--- config.mk ---
export PLATFORM = sky130hd
export DESIGN_NAME = black_level_cal
export DESIGN_NICKNAME = d
export VERILOG_FILES = /design/src/rtl/blc_pkg.sv /design/src/rtl/blc_trim_add.sv /design/src/rtl/blc_servo.sv /design/src/rtl/black_level_cal.sv
export SDC_FILE = /design/constraint.sdc
export NUM_CORES = 1
export LEC_CHECK = 0
export ABC_AREA = 1
export BUFFER_PORTS_ARGS = -buffer_cell sky130_fd_sc_hd__buf_2
export CORE_ASPECT_RATIO = 0.7
export CORE_MARGIN = 5
export CORE_UTILIZATION = 50
export CTS_CLUSTER_SIZE = 10
export DETAILED_ROUTE_END_ITERATION = 10
export PLACE_DENSITY_LB_ADDON = 0.1
export SETUP_SLACK_MARGIN = 0.1
export SLEW_MARGIN = 20
export SYNTH_ARGS = -nofsm -noshare
export SYNTH_HDL_FRONTEND = slang
export SYNTH_SLANG_ARGS = --single-unit
--- constraint.sdc ---
create_clock -name clk_i -period 6.7 [get_ports clk_i]
set_input_delay 0.335 -clock clk_i [delete_from_list [all_inputs] [get_ports clk_i]]
set_output_delay 0.335 -clock clk_i [all_outputs]
set_load 0.03 [all_outputs]
--- src/rtl/blc_pkg.sv ---
package blc_pkg;
  typedef enum logic [1:0] {
    STEP_HOLD = 2'd0,
    STEP_UP   = 2'd1,
    STEP_DN   = 2'd2
  } step_e;
endpackage

--- src/rtl/blc_trim_add.sv ---
module blc_trim_add #(
  parameter int DW = 8,
  parameter int TW = 7
) (
  input  logic                 clk_i,
  input  logic                 rst_ni,
  input  logic                 auto_en_i,
  input  logic [DW-1:0]        pix_i,
  input  logic signed [TW-1:0] trim_i,
  output logic [DW-1:0]        pix_o
);
  localparam int SW = DW + 2;
  localparam logic signed [SW-1:0] MAXV = SW'((1 << DW) - 1);

  logic signed [SW-1:0] sum;
  logic [DW-1:0]        sat_val;

  always_comb begin
    sum = SW'($signed({1'b0, pix_i})) + SW'(trim_i);
    if (sum < 0)         sat_val = '0;
    else if (sum > MAXV) sat_val = '1;
    else                 sat_val = sum[DW-1:0];
  end

  always_ff @(posedge clk_i or negedge rst_ni) begin
    if (!rst_ni)        pix_o <= '0;
    else if (auto_en_i) pix_o <= sat_val;
    else                pix_o <= pix_i;
  end

  AST_MANUAL_PASS: assert property (@(posedge clk_i) disable iff (!rst_ni)
    ($past(rst_ni) && !$past(auto_en_i)) |-> (pix_o == $past(pix_i)));

  AST_ZERO_TRIM: assert property (@(posedge clk_i) disable iff (!rst_ni)
    ($past(rst_ni) && $past(auto_en_i) && ($past(trim_i) == '0)) |-> (pix_o == $past(pix_i)));
endmodule

--- src/rtl/blc_servo.sv ---
module blc_servo
  import blc_pkg::*;
#(
  parameter int DW    = 8,
  parameter int CW    = 7,
  parameter int ACC_W = 20,
  parameter int CMAX  = 63
) (
  input  logic                 clk_i,
  input  logic                 rst_ni,
  input  logic                 auto_en_i,
  input  logic                 win_i,
  input  logic                 win_end_i,
  input  logic [DW-1:0]        pix_i,
  input  logic [DW-1:0]        target_i,
  output logic signed [CW-1:0] corr_o,
  output logic                 sat_o
);
  logic signed [ACC_W-1:0] acc_q, err;
  logic signed [CW-1:0]    corr_q;
  step_e                   step;

  // error of one sample against the target
  assign err = ACC_W'($signed({1'b0, pix_i})) - ACC_W'($signed({1'b0, target_i}));

  always_comb begin
    if (acc_q > 0)      step = STEP_DN;
    else if (acc_q < 0) step = STEP_UP;
    else                step = STEP_HOLD;
  end

  always_ff @(posedge clk_i or negedge rst_ni) begin
    if (!rst_ni) begin
      acc_q  <= '0;
      corr_q <= '0;
    end else if (!auto_en_i) begin
      acc_q  <= '0;
    end else if (win_end_i) begin
      acc_q <= '0;
      unique case (step)
        STEP_UP: if (corr_q < CMAX)  corr_q <= corr_q + CW'(1);
        STEP_DN: if (corr_q > -CMAX) corr_q <= corr_q - CW'(1);
        default: ;
      endcase
    end else if (win_i) begin
      acc_q <= acc_q + err;
    end
  end

  assign corr_o = corr_q;
  assign sat_o  = (corr_q == CW'(CMAX)) || (corr_q == CW'(-CMAX));

  AST_MANUAL_HOLD: assert property (@(posedge clk_i) disable iff (!rst_ni)
    ($past(rst_ni) && !$past(auto_en_i)) |-> $stable(corr_q));

  AST_STEP_ONLY_AT_END: assert property (@(posedge clk_i) disable iff (!rst_ni)
    ($past(rst_ni) && !$past(win_end_i)) |-> $stable(corr_q));

  AST_ONE_STEP: assert property (@(posedge clk_i) disable iff (!rst_ni)
    $past(rst_ni) |-> ((corr_q == $past(corr_q)) || (corr_q == $past(corr_q) + CW'(1))
                       || (corr_q == $past(corr_q) - CW'(1))));

  AST_CORR_LIMIT: assert property (@(posedge clk_i) disable iff (!rst_ni)
    (corr_q <= CMAX) && (corr_q >= -CMAX));
endmodule

--- src/rtl/black_level_cal.sv ---
module black_level_cal #(
  parameter int NCH     = 3,
  parameter int DW      = 8,
  parameter int TW      = 7,
  parameter int CW      = 7,
  parameter int WIN_LOG = 11
) (
  input  logic                     clk_i,
  input  logic                     rst_ni,
  input  logic                     auto_en_i,
  input  logic                     ref_win_i,
  input  logic [NCH-1:0][DW-1:0]   pix_i,
  input  logic [NCH-1:0][DW-1:0]   target_i,
  input  logic [NCH-1:0][TW-1:0]   trim_i,
  output logic [NCH-1:0][DW-1:0]   pix_o,
  output logic [NCH-1:0][CW-1:0]   corr_o,
  output logic [NCH-1:0]           corr_sat_o
);
  localparam int ACC_W = DW + 1 + WIN_LOG;
  localparam int CMAX  = (1 << (CW - 1)) - 1;

  logic win_q, win_end;

  always_ff @(posedge clk_i or negedge rst_ni) begin
    if (!rst_ni) win_q <= 1'b0;
    else         win_q <= ref_win_i;
  end

  assign win_end = win_q & ~ref_win_i;

  for (genvar g = 0; g < NCH; g++) begin : g_ch
    blc_trim_add #(.DW(DW), .TW(TW)) u_add (
      .clk_i     (clk_i),
      .rst_ni    (rst_ni),
      .auto_en_i (auto_en_i),
      .pix_i     (pix_i[g]),
      .trim_i    (trim_i[g]),
      .pix_o     (pix_o[g])
    );

    blc_servo #(.DW(DW), .CW(CW), .ACC_W(ACC_W), .CMAX(CMAX)) u_servo (
      .clk_i     (clk_i),
      .rst_ni    (rst_ni),
      .auto_en_i (auto_en_i),
      .win_i     (ref_win_i),
      .win_end_i (win_end),
      .pix_i     (pix_i[g]),
      .target_i  (target_i[g]),
      .corr_o    (corr_o[g]),
      .sat_o     (corr_sat_o[g])
    );
  end
endmodule

== After elaboration in Yosys (flattened, before gate mapping) ==
Cells that the tools add are included.
Cells by class
  add/subtract/negate cells: 15
  magnitude comparators: 18
  eq/ne operators: 19
  mux-type cells: 33
  bitwise logic cells: 2
  reduce and logical (&&, ||, !) cells: 9
Operators with widths (number)
  $mux W20: 9
  $mux W8: 9
  $add A20 B9 Y20: 3
  $gt A20 B1 Y1 const B: 3
  $lt A20 B1 Y1 const B: 3
  $eq A7 B7 Y1 const B: 6
  $mux W7: 6
  $pmux W7 S2: 3
  $add A9 B7 Y10: 3
  $gt A10 B9 Y1 const B: 3
  $lt A10 B1 Y1 const B: 3
  $sub A8 B8 Y9: 3
  $add A7 B2 Y7 const B: 3
  $gt A7 B7 Y1 const B: 3
  $lt A7 B7 Y1 const B: 3
  $sub A7 B2 Y7 const B: 3
  $reduce_and A5 Y1: 3
  $ne A2 B1 Y1 const B: 6
  $eq A2 B1 Y1 const B: 3
  $eq A2 B2 Y1 const B: 3
  $mux W2: 3
  $reduce_bool A2 Y1: 3
  $logic_or A1 B1 Y1: 3
  $mux W1: 3
  other kinds (3): 3
Word-level totals
  register bits: 106
  input bits: 73
  output and inout port bits: 48

== Logic depth before layout (Yosys ltp) ==
Gate-level depths: netlist of run 1.
  depth after elaboration: 6
  gate-level depth with buffers: 22
  depth with buffers taken out: 22

== Hierarchy ==
A second synthesis of run 1 with hierarchy kept.
Unflattened totals
  cell total of the unflattened synthesis: 1792
  area total of the unflattened synthesis: 11748.8 sq um
Modules (own cells, without submodules)
  blc_servo at g_ch[1].u_servo ...: instances 2, cells each 476, area each 3095.5 sq um, sequential area each 675.6 sq um
  blc_servo at g_ch[0].u_servo: instances 1, cells each 474, area each 3007.9 sq um, sequential area each 675.6 sq um
  blc_trim_add at g_ch[2].u_add: instances 1, cells each 131, area each 882.1 sq um, sequential area each 200.2 sq um
  blc_trim_add at g_ch[0].u_add: instances 1, cells each 116, area each 818.3 sq um, sequential area each 200.2 sq um
  blc_trim_add at g_ch[1].u_add: instances 1, cells each 116, area each 814.5 sq um, sequential area each 200.2 sq um
  black_level_cal: instances 1, cells each 3, area each 35.0 sq um, sequential area each 25.0 sq um

== Worst setup path before layout of run 1 ==
No wires, ideal clock.
  path type: input -> register
  from: in pix_i[16] (netlist bit)
  to: reg g_ch[2].u_servo.acc_q[14]
  library setup time: 0.118 ns
  arrival: 2.638 ns
  slack: 3.944 ns
  stages: 17
  path buffers: 0
  path through: inv_1 > ha_1 > fa_1 > nand3b_1 > nand2_1 > nand2_1 > nand2_1 > inv_1 > ha_1 > a21oi_1 > inv_1 > a21oi_1 > nor2_1 > nor2_1 > nand3b_1 > nand3_1 > nand2_1
Between the ends
  cells in the longest elaborated chain, start to end: 5
RTL lines
  start: declaration: RTL line black_level_cal.sv:12  | input logic [NCH-1:0][DW-1:0] pix_i,
  $sub A8 B8 Y9: RTL line blc_servo.sv:24  | assign err = ACC_W'($signed({1'b0, pix_i})) - ACC_W'($signed({1'b0, target_i}));
  $add A20 B9 Y20: RTL line blc_servo.sv:46  | acc_q <= acc_q + err;
  $mux W20: RTL line blc_servo.sv:45  | end else if (win_i) begin
  $mux W20: RTL line blc_servo.sv:38  | end else if (win_end_i) begin
  $mux W20: RTL line blc_servo.sv:36  | end else if (!auto_en_i) begin
  end signal: assignment: RTL line blc_servo.sv:46
  end: declaration: RTL line blc_servo.sv:19  | logic signed [ACC_W-1:0] acc_q, err;
Every way passes these cells. The select of a mux whose other input is x is not followed.
A chain may end at the register's enable or synchronous reset.

== Worst setup path in the final report of run 1 ==
Ends and elaborated chain as after synthesis.

==> results.tsv, run 1 <==
stage	metric	value	unit
status	outcome	finished, final reports clean	
detailed_routing	ant_nets	0	
grt	grtUsageTotal	0.234	
clock_tree	clk_path_buf_depth	2	
floorplan	dieWidth	191	um
sta	fmax	336	MHz
power_and_ir_drop	vdd_drop_max	272	uV
power_and_ir_drop	switching_share	0.494	
setup_path	r2r-end	g_ch[2].u_servo.corr_o[6]	
setup_path	cp-end-kind	flop	
sta	fin_tns_setup	0	ns
cells_and_area	insertedDiodeCount	0	
synthesis	ys_ff_latch	106	
sta	period_share	0.444	
setup_path	critPathMaxFanout	11	
synthesis	synth_area_leaders	dfrtp_1 (23%), nand2_1 (20%), ha_1 (14%)	
sta	setup_ws	3.72	ns
placed_design	port_buffers	120	
setup_path	critPathTopFamily	adder cells	
hold_path	hp-class	input pin to async pin	
clock_tree	cts_tree	yes	
setup_path	cp_cell_sequence	buf_2 > inv_1 > ha_1 > fa_1 > nand3b_1 > nand2_1 > nand2_1 > nand2_1 > inv_1 > ha_1 > a21oi_1 > inv_1 > a21oi_1 > nor2_1 > nor2_1 > nand3b_1 > nand3_1 > nand2_1	
cells_and_area	area_delta_synth_final	10.5	%
sta	finalHoldViolations	0	
cells_and_area	layout_commonest_cell	nand2_1	
sta	rsz0062_at_grt	false	
power_and_ir_drop	p_total	3.64	mW
synthesis	syn-instance-count	1806	
power_and_ir_drop	internal_power	1.84	mW
detailed_routing	drt-total-wl	29400	um
synthesis	syn_avg_cell_area	6.32	um^2
setup_path	r2r-start	g_ch[2].u_servo.acc_q[8]	
cells_and_area	multi_input_area	0.00758	mm^2
synthesis	yosysUniqueCellTypes	38	
grt	grt_max_degree	73	
cells_and_area	layout_common_cells	nand2_1 (614), inv_1 (285), nor2_1 (155), ha_1 (132), nand3_1 (126)	
setup_path	slowest_stage	fa_1	
power_and_ir_drop	cellPowerDensity	289	mW/mm^2
setup_path	cpMostUsedCell	nand2_1	
clock_tree	clkTransAtPathRegs	0.07	ns
grt	grt_overflow	0	
clock_tree	clk-insertion-delay-late	0.36	ns
sta	skew	0.00583	ns
sta	tightest_slew	0.950	ns
power_and_ir_drop	clockPowerShare	0.152	
synthesis	synth.net_count	2023	
sta	drv_slew	0	
cells_and_area	drive_gt1_frac	0.0863	
synthesis	ys_seq_area_frac	0.232	
grt	antenna_found_initial	0	
placed_design	place_hpwl	23400	um
clock_tree	cts_sinks	106	
placed_design	pre_cts_slack	3.37	ns
setup_path	cp.arrival	3.23	ns
sta	min_period	2.98	ns
floorplan	core	0.0226	mm^2
setup_path	cp_data_required_time	6.96	ns
clock_tree	cts_inserted_buffers	9	
setup_path	start_kind	input pin	
synthesis	synth_top_area_cell	dfrtp_1	
detailed_routing	dr.pass1.iters	5	
clock_tree	cts_resized	0	
setup_path	cpPeakStageDelay	0.40	ns
setup_path	worst-r2r-cell-count	15	
power_and_ir_drop	pwr-share-seq	0.255	
synthesis	yosys.area.top_type_share	0.232	
floorplan	initial_utilization	0.506	
detailed_routing	viasPerCell	5.05	
clock_tree	ctsRootBufferMaster	clkbuf_16	
run	drv_cap	0	
detailed_routing	num_vias	11300	
clock_tree	holdBufCountCts	0	
clock_tree	htree_levels	3	
cells_and_area	nets	2136	
power_and_ir_drop	switchingPower	1.80	mW
cells_and_area	fillers	2296	
floorplan	die_y	136	um
setup_path	crit_buf_inv	4	
floorplan	rows	46	
cells_and_area	regArea	0.00265	mm^2
setup_path	path_class	input pin to flop	
floorplan	dieArea	0.0260	mm^2
grt	grt_pass1_wl	50600	um
sta	max_slew_margin	0.367	
floorplan	ios	121	
synthesis	synth_area	0.0114	mm^2
setup_path	r2r_slack	4.14	ns
synthesis	yosys_warnings	0	
power_and_ir_drop	power_frac_comb	0.592	
setup_path	crit_start	pix_i[16]	
detailed_routing	wl_per_cell	13.2	um
clock_tree	post_cts_buffers	0	
detailed_routing	drtIter0Drc	708	
sta	finalSetupViolCount	0	
detailed_routing	drc	0	
power_and_ir_drop	static-leakage-power	7.22	nW
placed_design	place.gp.congestion	0.915	
grt	grt_pass1_vias	10700	
==> kinds of logic (layout without fill, tap and decap cells) <==
family,count (synthesis),count (layout),share of synthesized area
and+or+nand+nor,973,973,0.353
AOI/OAI and AO/OA,236,236,0.115
buffers and inverters,308,426,0.104
xor gates and xnor gates,39,39,0.0299
DFF,106,106,0.232
adders and majority gates,144,144,0.166
==> through the flow <==
stage	area [um^2]	cells	hold WS (ns)	utilization
after floorplan	11400	1806	0.0394	-
after global placement	12300	2220	0.495	0.546
after detailed placement	12300	2220	0.501	0.546
after CTS	12600	2236	0.121	0.559
after global routing	12600	2236	0.123	0.559
final	12600	2236	0.0917	0.559
==> registers in the layout (all words and copies together) (netlist names) <==
signal	flops
g_ch.u_add.pix_o	24
g_ch.u_servo.corr_o	21
win_q	1
g_ch.u_servo.acc_q	60
==> power by group through the flow <==
stage                     Sequential [mW]  Combinational [mW]  Clock [mW]
after floorplan                      1.05                1.52           0
after global placement              0.938                2.12           0
after detailed placement            0.940                2.14           0
after CTS                           0.929                2.15       0.576
after global routing                0.954                2.47       0.604
final                               0.930                2.16       0.555
==> cell type report <==
cell class	instances	area share
Multi-Input combinational cell	1392	0.600
Sequential cell	106	0.210
Inverter	287	0.0854
Timing Repair Buffer	123	0.0496
Tap cell	312	0.0309
Clock buffer	11	0.0184
Clock inverter	5	0.00506
==> worst max-delay path by stage <==
stage / depth (start not counted) / slack [ns] / to
after global routing: 20 / 3.43 / g_ch[0].u_servo.acc_q[17]
after CTS: 18 / 3.76 / g_ch[2].u_servo.acc_q[14]
final: 18 / 3.72 / g_ch[2].u_servo.acc_q[14]
after global placement: 18 / 3.40 / g_ch[2].u_servo.acc_q[14]
after detailed placement: 18 / 3.37 / g_ch[2].u_servo.acc_q[14]
after floorplan: 17 / 3.94 / g_ch[2].u_servo.acc_q[14]
==> cells in the mapped netlist <==
| cell type | instances |
|---|---|
| nand2_1 | 614 |
| inv_1 | 285 |
| nor2_1 | 155 |
| ha_1 | 132 |
| nand3_1 | 126 |
| dfrtp_1 | 106 |
| o21ai_0 | 102 |
| a21oi_1 | 87 |
| nand4_1 | 28 |
| xnor2_1 | 22 |
| xor2_1 | 17 |
| nand3b_1 | 16 |
| fa_1 | 12 |
| nor3_1 | 10 |
| o21ai_2 | 8 |
| o21bai_1 | 8 |
| o22ai_1 | 8 |
| or2_2 | 8 |
| buf_2 | 7 |
| clkbuf_1 | 6 |
| a31oi_1 | 5 |
| a32o_1 | 4 |
| and2_1 | 4 |
| o211ai_1 | 4 |
| a21o_1 | 3 |
| a22o_1 | 3 |
| buf_1 | 3 |
| buf_4 | 3 |
| nand2_2 | 3 |
| nor2_4 | 3 |
| nor4_1 | 3 |
| buf_6 | 2 |
| inv_2 | 2 |
| nor2_2 | 2 |
| o21ai_1 | 2 |
| a21oi_2 | 1 |
| o211ai_2 | 1 |
| or2_4 | 1 |
==> routing by layer <==
layer	vias to the layer above	wire (um)	GRT usage
met1	5027	15000	0.337
met2	232	12800	0.378
met5	-	0	0
met3	23	1260	0.0323
met4	0	339	0.0463
li1	6012	-	-
No activity file was read; power rests on OpenSTA's default activity.
==> run 2: changes to the inputs <==
- ABC_AREA: 1 -> 0
- clock period: 6.7 -> 2.5 ns (I/O delays scaled with it)
==> run 2 against run 1 <==
The flow now finishes with violations (setup timing); utilization increased by 28 points; via count fell by 6.0%; global-route usage up 3.8 points; cell count is 18% lower; clock-buffer cell count fell by 2; wire length is 18% higher; first-iteration DRC count down 19%; worst setup slack got worse by 4.5 ns.
==> results.tsv, run 2 <==
stage	metric	value	unit
sta	finalSetupViolCount	42	
sta	setup_ws	-0.742	ns
placed_design	place_hpwl	20800	um
cells_and_area	insertedDiodeCount	0	
clock_tree	cts_sinks	106	
setup_path	cp_data_required_time	2.75	ns
cells_and_area	drive_gt1_frac	0.487	
synthesis	yosys_warnings	0	
detailed_routing	viasPerCell	5.77	
synthesis	synth_top_area_cell	dfrtp_1	
detailed_routing	drc	0	
power_and_ir_drop	cellPowerDensity	1040	mW/mm^2
synthesis	syn_avg_cell_area	8.77	um^2
detailed_routing	drt-total-wl	34600	um
setup_path	critPathTopFamily	compound AO/OA/AOI/OAI gates	
sta	tightest_slew	0.743	ns
synthesis	synth_area	0.00963	mm^2
synthesis	synth_area_leaders	dfrtp_1 (28%), ha_1 (17%), o21ai_0 (5.1%)	
synthesis	async_flop_share	1.00	
synthesis	ys_ff_latch	106	
sta	fmax	308	MHz
floorplan	initial_utilization	0.509	
grt	grt_pass1_wl	50200	um
sta	drv_slew	0	
power_and_ir_drop	p_total	16.4	mW
cells_and_area	largest-register	g_ch.u_servo.acc_q	
synthesis	ys_seq_area_frac	0.275	
synthesis	synth_ff_type	dfrtp_1	
detailed_routing	drtIter0Drc	574	
placed_design	placed_area	0.0133	mm^2
clock_tree	cts_inserted_buffers	9	
floorplan	die_y	126	um
cells_and_area	layout_common_cells	buf_4 (339), buf_2 (107), dfrtp_1 (106), nand2_1 (87), ha_1 (84)	
floorplan	dieWidth	176	um
status	outcome	complete, but fails checks	
hold_path	hp-class	input pin to flop	
cells_and_area	regArea	0.00265	mm^2
detailed_routing	wl_per_cell	18.8	um
cells_and_area	fin_area	0.0158	mm^2
synthesis	synth.net_count	1315	
cells_and_area	fillers	1022	
setup_path	path_class	input pin to flop	
detailed_routing	num_vias	10600	
grt	grt_max_degree	46	
setup_path	crit_buf_inv	4	
synthesis	syn-instance-count	1098	
sta	skew	0.0135	ns
cells_and_area	nets	1811	
run	drv_cap	0	
power_and_ir_drop	static-leakage-power	7.61	nW
sta	finalHoldViolations	0	
grt	antenna_found_initial	0	
sta	max_slew_margin	0.502	
sta	period_share	1.30	
cells_and_area	multi_input_area	0.00828	mm^2
synthesis	synth_edf_count	0	
power_and_ir_drop	vdd_drop_max	460	uV
setup_path	slowest_stage	a211oi_4	
placed_design	place.gp.congestion	0.876	
setup_path	cp.arrival	3.50	ns
sta	rsz0062_at_grt	true	
detailed_routing	ant_nets	0	
synthesis	yosys.area.top_type_share	0.275	
setup_path	critPathMaxFanout	3	
setup_path	cp_cell_sequence	buf_12 > inv_12 > ha_4 > fa_2 > nor2b_1 > o21ai_1 > a21oi_2 > buf_4 > nor2_4 > xnor2_1 > ha_1 > buf_6 > nand3_4 > nor2_4 > a2bb2oi_4 > a211oi_4 > or4_4 > nand4_1 > and2_1 > o31a_1	
floorplan	ios	121	
synthesis	synth_commonest_cells	ha_1 (132), dfrtp_1 (106), nand2_1 (99)	
floorplan	core	0.0189	mm^2
grt	grtUsageTotal	0.271	
synthesis	synth_most_common_cell	ha_1	
cells_and_area	largest_reg_flops	60	
setup_path	cp-end-kind	flop	
detailed_routing	dr.pass1.iters	5	
placed_design	port_buffers	120	
setup_path	cpPeakStageDelay	0.36	ns
clock_tree	clkTransAtPathRegs	0.08	ns
clock_tree	ctsRootBufferMaster	clkbuf_16	
floorplan	rows	42	
synthesis	yosysUniqueCellTypes	67	
clock_tree	clk_path_buf_depth	2	
cells_and_area	area_delta_synth_final	64.0	%
setup_path	cpMostUsedCell	nor2_4	
cells_and_area	layout_commonest_cell	buf_4	
grt	grt_overflow	0	
grt	grt_pass1_vias	10500	
setup_path	start_kind	input pin	
floorplan	dieArea	0.0222	mm^2
clock_tree	htree_levels	3	
sta	min_period	3.24	ns
clock_tree	cts_tree	yes	
clock_tree	clk-insertion-delay-late	0.37	ns
status	violations	setup timing	
run 2: cell count changes in the layout (fill, tap and decap cells not counted), moves of 44 or more:
cell	previous run	this run
ha_4	0	47
buf_4	4	339
buf_6	0	47
nor2_1	155	44
o21ai_0	102	40
nand3_1	126	8
ha_1	132	84
inv_1	285	75
a21oi_1	87	39
o21ai_1	2	46
nand2_1	614	87
run 2: logic make-up after synthesis:
family | count (synthesis) | share of synthesized area
adder cells (fa/ha/maj) | 144 | 0.196
XOR/XNOR | 88 | 0.0800
buffers and inverters | 112 | 0.0448
AO/OA/AOI/OAI | 343 | 0.232
AND/OR/NAND/NOR | 280 | 0.143
flip-flops | 106 | 0.275
multiplexers | 25 | 0.0285
run 2: worst paths after layout:
path	start	to	slack, ns	depth (start not counted)
worst max-delay path	pix_i[16]	g_ch[2].u_servo.acc_q[19]	-0.74	20
worst min register to register	g_ch[1].u_servo.corr_o[6]	g_ch[1].u_servo.corr_o[6]	0.53	1
worst min-delay path	pix_i[14]	g_ch[1].u_add.pix_o[6]	0.09	3
max in group asynchronous	rst_ni	g_ch[1].u_servo.acc_q[11]	1.30	3
worst max register to register	g_ch[2].u_servo.acc_q[0]	g_ch[2].u_servo.acc_q[12]	-0.31	12
min in group asynchronous	rst_ni	g_ch[2].u_add.pix_o[6]	0.32	2
run 2: through the flow:
step	TNS (ns)	setup slack [ns]	util	cells	hold slack, ns
finish	-14.78	-0.742	0.835	1841	0.0948
floorplan	-11.10	-0.796	-	1098	-0.171
detailed placement	-33.73	-1.02	0.704	1744	0.187
global placement	-29.27	-0.937	0.704	1744	0.182
global route	-19.03	-0.804	0.835	1841	0.107
CTS	-8.37	-0.544	0.789	1807	0.0882
run 2: area by class of cell:
type | instances | share of cell area
Clock inverter | 7 | 0.00642
Tap cell | 242 | 0.0192
Timing Repair Buffer | 505 | 0.242
Sequential cell | 106 | 0.168
Inverter | 91 | 0.0260
Timing Repair inverter | 1 | 0.000475
Clock buffer | 9 | 0.0143
Multi-Input combinational cell | 880 | 0.524
run 2: per-layer routing:
| layer | global-route usage | vias up | share of wire |
|---|---|---|---|
| met1 | 0.370 | 5073 | 0.43 |
| met5 | 0 | - | 0 |
| li1 | - | 4940 | - |
| met4 | 0.0733 | 0 | 0.035 |
| met3 | 0.0467 | 121 | 0.066 |
| met2 | 0.448 | 484 | 0.47 |
run 2: worst min-delay path, stage by stage:
cell and delay, ns:
buf_2 0.10, buf_4 0.11, o2bb2ai_1 0.09
run 2: power by group:
group	internal [mW]	total [mW]	switching (mW)	leakage, nW
Clock	0.887	1.61	0.728	0.152
Combinational	6.25	12.1	5.83	6.10
Sequential	2.19	2.71	0.520	1.35
Total	9.33	16.4	7.08	7.61
run 2: timing repair:
item / CTS / global route
setup buffers: 49 / 41
endpoints found under the setup margin: 50 / 64
hold buffers: 2 / 0
pin swaps: 175 / 130
resized for setup: 202 / 123
hold endpoints to repair: 44 / 0
cloned: 1 / 0
